$ cat config.mk
export PLATFORM = sky130hd
export DESIGN_NAME = thermal_throttle_gen
export DESIGN_NICKNAME = d
export VERILOG_FILES = /design/src/rtl/thr_pkg.sv /design/src/rtl/thr_ctrl_reg.sv /design/src/rtl/thr_alarm_qual.sv /design/src/rtl/thr_duty_gen.sv /design/src/rtl/thermal_throttle_gen.sv
export SDC_FILE = /design/constraint.sdc
export NUM_CORES = 1
export LEC_CHECK = 0
export ABC_AREA = 1
export BUFFER_PORTS_ARGS = -buffer_cell sky130_fd_sc_hd__clkbuf_2
export CORE_ASPECT_RATIO = 1.75
export CORE_MARGIN = 1.5
export CORE_UTILIZATION = 30
export DETAILED_ROUTE_END_ITERATION = 6
export MAX_ROUTING_LAYER = met4
export PLACE_DENSITY_LB_ADDON = 0.3
export SLEW_MARGIN = 0
export SYNTH_ARGS = -nofsm -noshare
export SYNTH_HDL_FRONTEND = slang
export SYNTH_SLANG_ARGS = --single-unit
$ cat constraint.sdc
create_clock -name clk_i -period 2 [get_ports clk_i]
set_input_delay 0.1 -clock clk_i [delete_from_list [all_inputs] [get_ports clk_i]]
set_output_delay 0.1 -clock clk_i [all_outputs]
set_load 0.01 [all_outputs]
$ cat src/rtl/thr_pkg.sv
package thr_pkg;
  localparam int unsigned DUTY_W = 3;

  // High-cycle count for a code: code 0 means half the window, code n means (8-n)/8 of it.
  function automatic int unsigned thr_high_count(logic [DUTY_W-1:0] code, int unsigned win_w);
    int unsigned eighths;
    eighths = (code == '0) ? 32'd4 : (32'd8 - 32'(code));
    return eighths << (win_w - 3);
  endfunction
endpackage

$ cat src/rtl/thr_ctrl_reg.sv
module thr_ctrl_reg
  import thr_pkg::*;
(
  input  logic              clk_i,
  input  logic              rst_ni,
  input  logic              duty_we_i,
  input  logic [DUTY_W-1:0] duty_i,
  input  logic              force_we_i,
  input  logic              force_i,
  output logic [DUTY_W-1:0] duty_o,
  output logic              force_o
);
  logic [DUTY_W-1:0] duty_q;
  logic              locked_q;
  logic              force_q;

  always_ff @(posedge clk_i or negedge rst_ni) begin
    if (!rst_ni) begin
      duty_q   <= '0;
      locked_q <= 1'b0;
      force_q  <= 1'b0;
    end else begin
      if (duty_we_i && !locked_q) begin
        duty_q   <= duty_i;
        locked_q <= 1'b1;
      end
      if (force_we_i) force_q <= force_i;
    end
  end

  assign duty_o  = duty_q;
  assign force_o = force_q;

  AST_DUTY_LOCKED: assert property (@(posedge clk_i) disable iff (!rst_ni)
    locked_q |=> $stable(duty_q));
  AST_FORCE_WRITE: assert property (@(posedge clk_i) disable iff (!rst_ni)
    force_we_i |=> (force_q == $past(force_i)));
endmodule

$ cat src/rtl/thr_alarm_qual.sv
module thr_alarm_qual #(
  parameter int unsigned QUAL_TICKS = 20
) (
  input  logic clk_i,
  input  logic rst_ni,
  input  logic alarm_i,
  input  logic tick_i,
  output logic qualified_o
);
  localparam int unsigned QW = $clog2(QUAL_TICKS + 1);
  localparam logic [QW-1:0] QMAX = QW'(QUAL_TICKS);

  logic [QW-1:0] cnt_q;

  always_ff @(posedge clk_i or negedge rst_ni) begin
    if (!rst_ni)                      cnt_q <= '0;
    else if (!alarm_i)                cnt_q <= '0;
    else if (tick_i && cnt_q != QMAX) cnt_q <= cnt_q + 1'b1;
  end

  assign qualified_o = (cnt_q == QMAX);

  AST_QUAL_BOUND: assert property (@(posedge clk_i) disable iff (!rst_ni)
    cnt_q <= QMAX);
  AST_QUAL_HELD: assert property (@(posedge clk_i) disable iff (!rst_ni)
    qualified_o |-> $past(alarm_i));
endmodule

$ cat src/rtl/thr_duty_gen.sv
module thr_duty_gen
  import thr_pkg::*;
#(
  parameter int unsigned WIN_W = 10
) (
  input  logic              clk_i,
  input  logic              rst_ni,
  input  logic              active_i,
  input  logic [DUTY_W-1:0] duty_i,
  output logic              stpclk_o,
  output logic              busy_o
);
  logic [WIN_W-1:0] win_cnt_q;
  logic [WIN_W-1:0] lim_q;
  logic [WIN_W-1:0] lim_now;
  logic             stpclk_q;
  logic             busy_q;

  // Limit sampled only at window start, so a new code waits for the boundary.
  assign lim_now = (win_cnt_q == '0) ? WIN_W'(thr_high_count(duty_i, WIN_W)) : lim_q;

  always_ff @(posedge clk_i or negedge rst_ni) begin
    if (!rst_ni) begin
      win_cnt_q <= '0;
      lim_q     <= '0;
      stpclk_q  <= 1'b0;
      busy_q    <= 1'b0;
    end else if (!active_i) begin
      win_cnt_q <= '0;
      stpclk_q  <= 1'b0;
      busy_q    <= 1'b0;
    end else begin
      win_cnt_q <= win_cnt_q + 1'b1;
      stpclk_q  <= (win_cnt_q < lim_now);
      busy_q    <= 1'b1;
      if (win_cnt_q == '0) lim_q <= lim_now;
    end
  end

  assign stpclk_o = stpclk_q;
  assign busy_o   = busy_q;

  AST_RISE_AT_START: assert property (@(posedge clk_i) disable iff (!rst_ni)
    $rose(stpclk_q) |-> (win_cnt_q == WIN_W'(1)));
  AST_FALL_AT_LIMIT: assert property (@(posedge clk_i) disable iff (!rst_ni)
    ($fell(stpclk_q) && busy_q) |-> (win_cnt_q == lim_q + 1'b1));
endmodule

$ cat src/rtl/thermal_throttle_gen.sv
module thermal_throttle_gen
  import thr_pkg::*;
#(
  parameter int unsigned WIN_W      = 10,
  parameter int unsigned QUAL_TICKS = 20
) (
  input  logic              clk_i,
  input  logic              rst_ni,
  input  logic              duty_we_i,
  input  logic [DUTY_W-1:0] duty_i,
  input  logic              force_we_i,
  input  logic              force_i,
  input  logic              alarm_i,
  input  logic              tick_i,
  input  logic              in_c0_i,
  output logic [DUTY_W-1:0] duty_o,
  output logic              force_o,
  output logic              throttling_o,
  output logic              stpclk_o
);
  logic [DUTY_W-1:0] duty_code;
  logic              force_bit;
  logic              alarm_ok;
  logic              active;

  thr_ctrl_reg u_reg (
    .clk_i      (clk_i),
    .rst_ni     (rst_ni),
    .duty_we_i  (duty_we_i),
    .duty_i     (duty_i),
    .force_we_i (force_we_i),
    .force_i    (force_i),
    .duty_o     (duty_code),
    .force_o    (force_bit)
  );

  thr_alarm_qual #(.QUAL_TICKS(QUAL_TICKS)) u_qual (
    .clk_i       (clk_i),
    .rst_ni      (rst_ni),
    .alarm_i     (alarm_i),
    .tick_i      (tick_i),
    .qualified_o (alarm_ok)
  );

  assign active = (force_bit | alarm_ok) & in_c0_i;

  thr_duty_gen #(.WIN_W(WIN_W)) u_gen (
    .clk_i    (clk_i),
    .rst_ni   (rst_ni),
    .active_i (active),
    .duty_i   (duty_code),
    .stpclk_o (stpclk_o),
    .busy_o   (throttling_o)
  );

  assign duty_o  = duty_code;
  assign force_o = force_bit;

  AST_C0_GATE: assert property (@(posedge clk_i) disable iff (!rst_ni)
    !$past(in_c0_i) |-> !stpclk_o);
  AST_STATUS_COVERS: assert property (@(posedge clk_i) disable iff (!rst_ni)
    stpclk_o |-> throttling_o);
endmodule

==> impl_metrics.ini <==
[status]
status = finished, final reports clean

[clock_network]
cts_buffer_depth = 2
cts_max_level = 2
clock-root-buffer = clkbuf_8
cts_buffers = 5
tritoncts = done
clock_sinks = 32
clock_latency_ns = 0.28
cts.reportedPaths.clkPinSlew_ns = 0.07

[logic_synthesis]
synth_nets = 224
ys_seq_area_frac = 0.478
syn_area_um2 = 1680
synth_cells = 199
syn_avg_cell_area_um2 = 8.42
yosysUniqueCellTypes = 23
ys_seq_elements = 32
ys.warnings.count = 0

[layout]
drive_gt1_frac = 0.241
layout.nets = 261
final_area_um2 = 2080
diodes = 0
areaGrowthSynthToFinish_pct = 24.0

[global_route]
grt_pass1_wl_mm = 5.78
grt_max_degree = 33
antenna_found_initial = 0
grt_pass1_vias = 1292
grt.total_usage = 0.132
grt_overflow_total = 0

[power_and_ir_drop]
vdd.ir_drop.worst_mv = 0.462
power_leakage_uw = 0.00112
power_density_nw_per_um2 = 626
power_uw = 1300

[sta]
slew_headroom = 0.477
hold_viol = 0
post-route-min-period_ns = 1.91
finalMaxSlewViolations = 0
tightest_slew_ns = 0.784
setup_viol = 0
finalCritPeriodShare = 0.954
rsz0062_at_grt = true
fin_skew_ns = 0.0105
fmax_mhz = 524

[floorplan]
fp.coreArea_um2 = 5340
rows = 35
initial_utilization = 0.314
die_area_um2 = 6060
pin_count = 17
die_x_um = 59.5
chipHeight_um = 102

[placed_design]
io_buffer_count = 16
dp_hpwl_mm = 2.64
gp_congestion = 0.850
placedInstanceArea_um2 = 1930

[detailed_routing]
postRouteAntennaNets = 0
drtPass1Iterations = 3
drt-total-wl_mm = 3.32
drc = 0
avgRoutedWirePerCell_um = 10.7
first_iter_violations = 12
vias = 1334
via_per_inst = 4.29

[setup_path]
worstSetupPathType = reg2reg
crit_path_end_kind = register
required_ns = 2.22
cp.arrival_ns = 2.13
path_max_fanout = 11
start_kind = register

[min_path]
hold_class = in2reg

[flow_run]
max_cap_violations = 0
[final timing paths]
kind	start	end	slack, ns	cells past startpoint
worst max-delay path	u_gen.win_cnt_q[0]	u_gen.stpclk_o	0.09	12
worst min-delay path	force_we_i	u_reg.force_o	0.02	2
worst max register to register	u_gen.win_cnt_q[0]	u_gen.stpclk_o	0.09	12
worst min register to register	u_reg.locked_q	u_reg.locked_q	0.46	2
max in group asynchronous	rst_ni	u_qual.cnt_q[0]	1.07	2
min in group asynchronous	rst_ni	u_gen.lim_q[9]	0.43	2
[metrics by stage]
step	utilization	setup WS [ns]	cells	hold slack, ns	setup TNS, ns
global route	0.389	-0.0751	311	0.0592	-0.0751
finish	0.389	0.0922	311	0.0180	0
detailed placement	0.361	-0.0369	300	0.232	-0.0369
floorplan	-	0.0848	199	-0.196	0
global placement	0.361	0.0236	300	0.228	0
CTS	0.382	0.00170	310	0.0162	0
[what timing repair did]
action / 4_1_cts / 5_1_grt
endpoints found under the setup margin: 1 / 1
resized for setup: 2 / 8
pin swaps: 1 / 4
hold buffers: 1 / 0
setup buffers: 1 / 1
hold endpoints to repair: 32 / 0
[layout make-up]
| cell class | count | area [um^2] |
|---|---|---|
| multi-input cells | 134 | 771 |
| clock buffers | 6 | 82.6 |
| repair buffers | 31 | 195 |
| inverters | 32 | 125 |
| clock inverters | 2 | 10.0 |
| well taps | 74 | 92.6 |
| fillers | 590 | 3270 |
| flip-flops and latches | 32 | 801 |
[power by group]
part           switching (uW)  leakage (uW)  total (uW)  internal, uW
Combinational            73.5      0.000653         118          44.9
Clock                     236     0.0000510         510           274
Sequential               8.15      0.000417         671           663
[worst max-delay path, stage by stage (launching register included)]
cell      delay (ns)
dfrtp_1         0.38
inv_1           0.07
ha_1            0.15
nand2_2         0.08
nor2_4          0.16
inv_4           0.08
a21boi_1        0.17
ha_1            0.26
a21oi_1         0.14
o21ai_0         0.09
a21oi_1         0.12
nand2_1         0.07
nor2_1          0.07
[cells in the final DEF, fill, tap and decap left out, types with 3 or more instances in the layout]
| master | instances |
|---|---|
| clkbuf_2 | 16 |
| nor3_1 | 5 |
| nor2_1 | 29 |
| nand2_1 | 38 |
| nand2_2 | 4 |
| buf_4 | 14 |
| o21ai_0 | 10 |
| a21oi_1 | 14 |
| clkbuf_8 | 6 |
| dfrtp_1 | 32 |
| inv_1 | 28 |
| ha_1 | 14 |
| nand3_1 | 3 |
[sequential cells by signal, indices dropped and copies added (netlist names)]
| name | cells |
|---|---|
| u_reg.duty_o | 3 |
| u_qual.cnt_q | 5 |
| u_reg.locked_q | 1 |
| u_reg.force_o | 1 |
| u_gen.win_cnt_q | 10 |
| u_gen.lim_q | 10 |
| u_gen.stpclk_o | 1 |
| u_gen.busy_o | 1 |
[per-layer routing]
layer / share of wire / up-vias / track usage / wire length [um]
met5: 0 / - / - / 0
met2: 0.57 / 11 / 0.233 / 1910
met1: 0.39 / 613 / 0.137 / 1280
li1: - / 703 / - / -
met3: 0.015 / 7 / 0.0241 / 50
met4: 0.025 / 0 / 0.0650 / 84
[synth_stat cells, drive strengths merged]
cell    instances  share of area
a21oi          16          0.048
nand4           3          0.015
dfrtp          32           0.48
buf             1         0.0067
nand3           5          0.018
a21boi          1         0.0045
nor3            7          0.024
nand2          42          0.099
o21bai          1         0.0045
o211a           1         0.0060
ha             14           0.10
nor2           32          0.073
and3            1         0.0037
o21ai          10          0.030
nor4            1          0.013
inv            32          0.073
[logic make-up after synthesis]
family | Yosys count | share of synthesized area
simple gates | 91 | 0.245
buf+inv | 33 | 0.0799
flops | 32 | 0.478
compound gates | 29 | 0.0926
fa+ha+maj | 14 | 0.105
(Power assumes the default switching activity.)
